===== src/rtl/cordic_pkg.sv =====
// Shared types and elaboration-time helpers for the CORDIC pipeline.
// Assumes constant functions are evaluated at elaboration only.
package cordic_pkg;

    // Coordinate-system code carried with each sample; 2'b11 acts as linear.
    typedef enum logic [1:0] {
        CRD_CIRC = 2'b00,
        CRD_LIN  = 2'b01,
        CRD_HYP  = 2'b10,
        CRD_ALT  = 2'b11
    } coord_e;

    // Shift used by hyperbolic stage idx: 1,2,3,4,4,5,...,13,13,14,...
    function automatic int hyp_shift(int idx);
        int s;
        int rep;
        bit used;
        s    = 1;
        rep  = 4;
        used = 1'b0;
        for (int c = 0; c < idx; c++) begin
            if (s == rep && !used) begin
                used = 1'b1;
            end else begin
                if (s == rep) rep = 3 * rep + 1;
                s    = s + 1;
                used = 1'b0;
            end
        end
        return s;
    endfunction

    // Number of repeated hyperbolic shifts (3k+1 values) not above n.
    function automatic int hyp_repeats(int n);
        int cnt;
        int k;
        cnt = 0;
        k   = 4;
        while (k <= n) begin
            cnt = cnt + 1;
            k   = 3 * k + 1;
        end
        return cnt;
    endfunction

    // Power series of atan (alt=1) or atanh (alt=0) for |t| <= 0.5.
    function automatic real arc_series(real t, bit alt);
        real sum;
        real p;
        sum = 0.0;
        p   = t;
        for (int k = 0; k < 40; k++) begin
            if (alt && (k % 2 == 1)) sum = sum - p / real'(2 * k + 1);
            else                     sum = sum + p / real'(2 * k + 1);
            p = p * t * t;
        end
        return sum;
    endfunction

    // Stage angle for shift s, rounded to fz fractional bits.
    function automatic int angle_fix(coord_e c, int s, int fz);
        real t;
        real a;
        real sc;
        t  = 1.0;
        sc = 1.0;
        for (int k = 0; k < s; k++)  t  = t / 2.0;
        for (int k = 0; k < fz; k++) sc = sc * 2.0;
        case (c)
            CRD_CIRC: a = (s == 0) ? 0.78539816339744831 : arc_series(t, 1'b1);
            CRD_HYP:  a = arc_series(t, 1'b0);
            default:  a = t;
        endcase
        return $rtoi(a * sc + 0.5);
    endfunction

endpackage


===== src/rtl/cordic_dir.sv =====
// Direction decision for one microrotation.
// Assumes sign bits of the stage inputs; a zero value counts as positive.
// neg = 1 selects sigma = -1, neg = 0 selects sigma = +1.
module cordic_dir (
    input  logic vec,
    input  logic x_neg,
    input  logic y_neg,
    input  logic z_neg,
    output logic neg
);

    // Rotation follows the sign of z; vectoring opposes the sign of x*y.
    always_comb begin
        if (vec) neg = ~(x_neg ^ y_neg);
        else     neg = z_neg;
    end

endmodule


===== src/rtl/cordic_stage.sv =====
// One registered microrotation of the unrolled array.
// Stage IDX uses shift IDX for circular/linear (and passes data through
// when IDX >= N), and the repeated hyperbolic schedule otherwise.
// Assumes inputs already carry the guard and overflow bits.
module cordic_stage
    import cordic_pkg::*;
#(
    parameter int IDX = 0,
    parameter int N   = 16,
    parameter int WXY = 23,
    parameter int WZ  = 23,
    parameter int FZ  = 16
) (
    input  logic                  clk,
    input  logic                  rst_n,
    input  logic                  vld_i,
    input  coord_e                coord_i,
    input  logic                  vec_i,
    input  logic signed [WXY-1:0] x_i,
    input  logic signed [WXY-1:0] y_i,
    input  logic signed [WZ-1:0]  z_i,
    output logic                  vld_q,
    output coord_e                coord_q,
    output logic                  vec_q,
    output logic signed [WXY-1:0] x_q,
    output logic signed [WXY-1:0] y_q,
    output logic signed [WZ-1:0]  z_q
);

    localparam bit BYPASS = (IDX >= N);
    localparam int SH_C   = (IDX < WXY) ? IDX : WXY - 1;
    localparam int SH_H0  = hyp_shift(IDX);
    localparam int SH_H   = (SH_H0 < WXY) ? SH_H0 : WXY - 1;
    localparam logic signed [WZ-1:0] A_C = WZ'(angle_fix(CRD_CIRC, SH_C, FZ));
    localparam logic signed [WZ-1:0] A_L = WZ'(angle_fix(CRD_LIN,  SH_C, FZ));
    localparam logic signed [WZ-1:0] A_H = WZ'(angle_fix(CRD_HYP,  SH_H, FZ));

    logic                  is_circ, is_hyp, idle, neg;
    logic signed [WXY-1:0] xs, ys, x_n, y_n;
    logic signed [WZ-1:0]  alpha, z_n;

    cordic_dir u_dir (
        .vec   (vec_i),
        .x_neg (x_i[WXY-1]),
        .y_neg (y_i[WXY-1]),
        .z_neg (z_i[WZ-1]),
        .neg   (neg)
    );

    // Decode the sample's coordinate system; code 2'b11 falls to linear.
    always_comb begin
        is_circ = (coord_i == CRD_CIRC);
        is_hyp  = (coord_i == CRD_HYP);
        idle    = BYPASS && !is_hyp;
    end

    // Shift the operands and pick the stage angle for this system.
    always_comb begin
        xs    = is_hyp ? (x_i >>> SH_H) : (x_i >>> SH_C);
        ys    = is_hyp ? (y_i >>> SH_H) : (y_i >>> SH_C);
        alpha = is_circ ? A_C : (is_hyp ? A_H : A_L);
    end

    // Microrotation: x gets -m*sigma*ys, y gets sigma*xs, z gets -sigma*alpha.
    always_comb begin
        y_n = neg ? (y_i - xs) : (y_i + xs);
        z_n = neg ? (z_i + alpha) : (z_i - alpha);
        if (is_circ)     x_n = neg ? (x_i + ys) : (x_i - ys);
        else if (is_hyp) x_n = neg ? (x_i - ys) : (x_i + ys);
        else             x_n = x_i;
        if (idle) begin
            x_n = x_i;
            y_n = y_i;
            z_n = z_i;
        end
    end

    // Valid strobe register with synchronous active-low reset.
    always_ff @(posedge clk) begin
        if (!rst_n) vld_q <= 1'b0;
        else        vld_q <= vld_i;
    end

    // Data registers load only when a sample is present.
    always_ff @(posedge clk) begin
        if (vld_i) begin
            coord_q <= coord_i;
            vec_q   <= vec_i;
            x_q     <= x_n;
            y_q     <= y_n;
            z_q     <= z_n;
        end
    end

    // The linear system never alters x.
    p_lin_x_hold_r11: assert property (@(posedge clk) disable iff (!rst_n)
        vld_i && !is_circ && !is_hyp |=> x_q == $past(x_i));

    // Vectoring with equal signs of x and y must choose sigma = -1.
    p_vec_dir_r13: assert property (@(posedge clk) disable iff (!rst_n)
        vld_i && vec_i && (x_i[WXY-1] == y_i[WXY-1]) |-> neg);

    // Rotation on non-negative z at an active stage lowers z.
    p_rot_z_drop_r13: assert property (@(posedge clk) disable iff (!rst_n)
        vld_i && !vec_i && !z_i[WZ-1] && !idle |=> z_q < $past(z_i));

    // Circular vectoring from non-negative x never shrinks x.
    p_circ_vec_x_grow_r12: assert property (@(posedge clk) disable iff (!rst_n)
        vld_i && vec_i && is_circ && !x_i[WXY-1] && !idle |=> x_q >= $past(x_i));

    // Stages past the circular/linear count pass those samples unchanged.
    if (BYPASS) begin : g_byp_chk
        p_byp_hold_r6: assert property (@(posedge clk) disable iff (!rst_n)
            vld_i && !is_hyp |=> x_q == $past(x_i) && y_q == $past(y_i) && z_q == $past(z_i));
    end

endmodule


===== src/rtl/cordic_pipe.sv =====
// Top of the unrolled CORDIC array: widens the inputs with guard and
// overflow bits, chains the stages, and truncates the guard bits on output.
// Assumes inputs inside the convergence region of the chosen system.
module cordic_pipe
    import cordic_pkg::*;
#(
    parameter int N = 16
) (
    input  logic                clk,
    input  logic                rst_n,
    input  logic                in_valid,
    input  logic [1:0]          coord_sel,
    input  logic                vec_mode,
    input  logic signed [N-1:0] x_in,
    input  logic signed [N-1:0] y_in,
    input  logic signed [N-1:0] z_in,
    output logic                out_valid,
    output logic signed [N+2:0] x_out,
    output logic signed [N+2:0] y_out,
    output logic signed [N+3:0] z_out
);

    localparam int G   = $clog2(N);
    localparam int GZ  = $clog2(N / 3);
    localparam int WXY = N + G + 3;
    localparam int WZ  = N + GZ + 4;
    localparam int FZ  = N - 3 + GZ;
    localparam int NS  = N + hyp_repeats(N);

    logic                  vld   [0:NS];
    coord_e                crd   [0:NS];
    logic                  vec   [0:NS];
    logic signed [WXY-1:0] xv    [0:NS];
    logic signed [WXY-1:0] yv    [0:NS];
    logic signed [WZ-1:0]  zv    [0:NS];

    // Widen the inputs: sign extension above, zero guard bits below.
    always_comb begin
        vld[0] = in_valid;
        crd[0] = coord_e'(coord_sel);
        vec[0] = vec_mode;
        xv[0]  = {{3{x_in[N-1]}}, x_in, {G{1'b0}}};
        yv[0]  = {{3{y_in[N-1]}}, y_in, {G{1'b0}}};
        zv[0]  = {{4{z_in[N-1]}}, z_in, {GZ{1'b0}}};
    end

    for (genvar j = 0; j < NS; j++) begin : g_stage
        cordic_stage #(
            .IDX (j),
            .N   (N),
            .WXY (WXY),
            .WZ  (WZ),
            .FZ  (FZ)
        ) u_stage (
            .clk     (clk),
            .rst_n   (rst_n),
            .vld_i   (vld[j]),
            .coord_i (crd[j]),
            .vec_i   (vec[j]),
            .x_i     (xv[j]),
            .y_i     (yv[j]),
            .z_i     (zv[j]),
            .vld_q   (vld[j+1]),
            .coord_q (crd[j+1]),
            .vec_q   (vec[j+1]),
            .x_q     (xv[j+1]),
            .y_q     (yv[j+1]),
            .z_q     (zv[j+1])
        );
    end

    // Drop the guard bits of the last stage (truncation).
    always_comb begin
        out_valid = vld[NS];
        x_out     = xv[NS][WXY-1:G];
        y_out     = yv[NS][WXY-1:G];
        z_out     = zv[NS][WZ-1:GZ];
    end

endmodule


===== config.mk =====
export PLATFORM = sky130hd
export DESIGN_NAME = cordic_pipe
export DESIGN_NICKNAME = d
export VERILOG_FILES = /design/src/rtl/cordic_pkg.sv /design/src/rtl/cordic_dir.sv /design/src/rtl/cordic_stage.sv /design/src/rtl/cordic_pipe.sv
export SDC_FILE = /design/constraint.sdc
export NUM_CORES = 2
export LEC_CHECK = 0
export BUFFER_PORTS_ARGS = -buffer_cell sky130_fd_sc_hd__buf_4
export CORE_MARGIN = 2
export CORE_UTILIZATION = 30
export DETAILED_ROUTE_END_ITERATION = 16
export GPL_TIMING_DRIVEN = 0
export PLACE_DENSITY = 0.42
export REMOVE_ABC_BUFFERS = 1
export SLEW_MARGIN = 15
export SYNTH_ARGS = -nofsm -noshare
export SYNTH_HDL_FRONTEND = slang
export SYNTH_HIERARCHICAL = 1
export SYNTH_SLANG_ARGS = --single-unit

===== constraint.sdc =====
create_clock -name clk -period 15.04 [get_ports clk]
set_clock_uncertainty 0.1 [all_clocks]
set_input_delay 2.256 -clock clk [delete_from_list [all_inputs] [get_ports clk]]
set_output_delay 2.256 -clock clk [all_outputs]
set_load 0.03 [all_outputs]

==> summary.md <==
| Metric | Value |
|---|---|
| Row count | 241 |
| Share of final-layout standard cells stronger than drive strength 1 | 6.38% |
| Synth warnings | 6 |
| Required time of the worst setup path | 15460 ps |
| Origin of the critical flop-to-flop path | g_stage[0].u_stage/coord_q[0]$_DFFE_PP_ |
| RSZ-0062 raised after global routing | no |
| Average instance area after synthesis | 8.72 µm² |
| Endpoint of the most critical register-to-register path | g_stage[1].u_stage/y_q[21]$_DFFE_PP_ |
| Endpoint of the worst setup timing path | g_stage[0].u_stage/x_q[22]$_DFFE_PP_ |
| Y dimension of the die | 663 µm |
| Total Routed Length | 405000 µm |
| Port Buffers | 112 |
| Gate Count Post-Synth | 14900 |
| Worst Hold Slack | 315 ps |
| Area overhead of the layout relative to synthesis | 10.7% |
| Setup TNS | 0 ps |
| Sort of element at the start of the critical path | primary input |
| Slew of the pin with the lowest slew margin | 1200 ps |
| H-Tree Depth | 4 |
| Number of global-route vias before repair | 105000 |
| Clock tree from TritonCTS | built |
| Launching instance or port of the critical path | coord_sel[0] |
| Number of setup violations in the final report | 0 |
| Number of placed instances with taps included | 20400 |
| Worst R2R Path Depth | 18 |
| Switching power | 4.57 mW |
| Number of stages on the worst hold path | 0 |
| Width of the die | 663 µm |
| Count of endpoints failing hold in the final timing report | 0 |
| FMAX | 136 MHz |
| Leak pwr | 57.4 nW |
| Result of the run | complete, no violations |
| DR pass1 iterations | 6 |
| Core Region | 432000 µm² |
| DRC violations left | 0 |
| Total CTS buffers | 179 |
| Share of the clock period used by the worst path | 49.1% |
| Area enclosed by the die boundary | 439000 µm² |
| Post-synthesis instance area | 130000 µm² |
| Global routing usage summed across all routing layers | 17.8% |
| Final cell count without fillers | 20700 |
| Clk_lat worst skew | 910 ps |
| Worst-case register-to-register setup slack | 8290 ps |
| Share of power burned in combinational logic | 32.9% |
| Global placer's final weighted congestion | 0.845 |
| Initial Utilization | 30.2% |
| Time the final worst path needs with I/O delays and setup | 7380 ps |
| # IOs | 113 |
| Endpoint class of the critical path | flop |
| Final-report max-slew violation count | 0 |
| Sequential power share | 34.2% |
| Ratio of routed vias to standard cells | 5.22 |
| Post-route ant nets | 0 |
| Hold_buf cts | 0 |
| Worst slew margin relative to its limit | 19.0% |
| Clock-pin transition on the worst setup and hold timing paths | 50 ps |
| Switching power share of the total | 34.6% |
| Pwr/cell area | 91.7 nW/µm² |
| Maxcap violations | 0 |
| Top fanout value on the critical path | 59 |
| Vias | 108000 |
| Endpoint arrival time on the critical path | 7800 ps |
| Final routed wire length divided by cell count | 19.6 µm |
| CTS Sinks | 1300 |
| Clk network pwr share | 32.9% |
| Setup fix buffers added after clock tree synthesis | 0 |
| Final nets | 16500 |
| Tightest Hold Check Type | reg2reg |
| Global-route wire length before repair | 631000 µm |
| Worst setup path class | in2reg |
| Antenna violations before repair | 7 |
| Maximum number of pins on one net before global-route repair | 110 |
| DPL Wire Length | 320000 µm |
| Int Pwr | 8.65 mW |
| Worst vdd ir | 0.0000930 V |
| Clk root buf | clkbuf_16 |
| PostCTS Resize Cnt | 0 |
| DR iter-0 viols | 7033 |
| Total overflow reported by the global router | 0 |
| Startpoint of the worst hold path | g_stage[6].u_stage/z_q[1]$_DFFE_PP_ |
| Bufs on Longest Clock Path | 4 |
[area by class of cell]
type / count / area (µm²)
inverter: 941 / 3540
clock inverter: 124 / 1280
fill: 44800 / 287000
clock buffer: 201 / 4630
tap: 5710 / 7140
sequential: 1300 / 38900
antenna: 5 / 12.5
multi-input combinational: 12200 / 86200
timing repair buffer: 198 / 2400
[power groups by stage]
stage          registers (mW)  clock network [mW]  logic, mW
4_1_cts                  4.53                4.53       4.37
3_5_place_dp             4.60                   0       4.34
6_report                 4.52                4.34       4.36
3_3_place_gp             4.62                   0       4.30
2_1_floorplan            4.50                   0       3.20
5_1_grt                  4.54                4.66       4.87
[per-stage QoR]
step	power [mW]	setup slack, ps	instance area (µm²)	util (%)
after floorplan	7.70	7930	128000	-
after global placement	8.92	3850	136000	31.6
after detailed placement	8.94	6850	138000	32.0
after CTS	13.4	7790	144000	33.4
after global routing	14.1	7430	144000	33.4
final	13.2	7660	144000	33.4
[flip-flops by register name, indices dropped and copies added, names as in the netlist]
name                     flops
g_stage.u_stage/vec_q       17
g_stage.u_stage/y_q        410
g_stage.u_stage/z_q        411
g_stage.u_stage/coord_q     34
g_stage.u_stage/vld_q       18
g_stage.u_stage/x_q        410
[worst max-delay path, cell delays in order]
cell	delay, ps
buf_4	460
nand2b_4	700
inv_4	430
nand2_1	180
nand2_1	80
ha_1	380
nor2_1	170
a21boi_0	420
o221ai_1	360
a21oi_1	450
o21ai_1	190
nand2b_1	170
a2111oi_0	550
mux2i_1	160
o311ai_0	730
[cell usage in the layout, fill, tap and decap left out, types with 39 or more instances in the layout]
| cell type | instances |
|---|---|
| o41ai_1 | 42 |
| and2_1 | 89 |
| a211oi_1 | 174 |
| nor2_1 | 1195 |
| o211ai_1 | 151 |
| o21ai_0 | 1015 |
| a311oi_1 | 40 |
| o31a_1 | 50 |
| o21a_1 | 164 |
| mux2i_1 | 100 |
| edfxtp_1 | 1282 |
| or3_1 | 114 |
| fa_1 | 72 |
| clkinv_1 | 49 |
| nand2_1 | 1332 |
| a31oi_1 | 198 |
| conb_1 | 44 |
| o21ai_1 | 102 |
| o21bai_1 | 202 |
| clkbuf_16 | 182 |
| a221oi_1 | 39 |
| o31ai_1 | 102 |
| a21o_1 | 344 |
| mux2_2 | 64 |
| a211o_1 | 52 |
| ha_1 | 1574 |
| nand3_1 | 247 |
| a21oi_1 | 1422 |
| o22ai_1 | 54 |
| buf_4 | 113 |
| and3_1 | 131 |
| xnor2_1 | 878 |
| or2_2 | 78 |
| xor2_1 | 275 |
| inv_1 | 919 |
| nand2b_1 | 193 |
| nand4_1 | 76 |
| nor4_1 | 83 |
| nor2b_1 | 195 |
| nor3_1 | 413 |
[how the worst min path moves through the flow]
| stage | to | slack [ps] |
|---|---|---|
| after detailed placement | g_stage[6].u_stage/z_q[5]$_DFFE_PP_ | 300 |
| after global placement | g_stage[9].u_stage/z_q[1]$_DFFE_PP_ | 300 |
| after global routing | g_stage[7].u_stage/z_q[8]$_DFFE_PP_ | 330 |
| final | g_stage[7].u_stage/z_q[1]$_DFFE_PP_ | 310 |
| after CTS | g_stage[9].u_stage/z_q[0]$_DFFE_PP_ | 320 |
| after floorplan | g_stage[10].u_stage/z_q[0]$_DFFE_PP_ | 300 |
[per-layer routing]
| layer | wire length [µm] | global-route usage [%] |
|---|---|---|
| met1 | 192000 | 24.1 |
| met2 | 194000 | 31.1 |
| met3 | 11800 | 1.37 |
| met4 | 7650 | 3.45 |
| met5 | 0 | 0 |
Note: power is estimated with default switching activity, not from simulation.
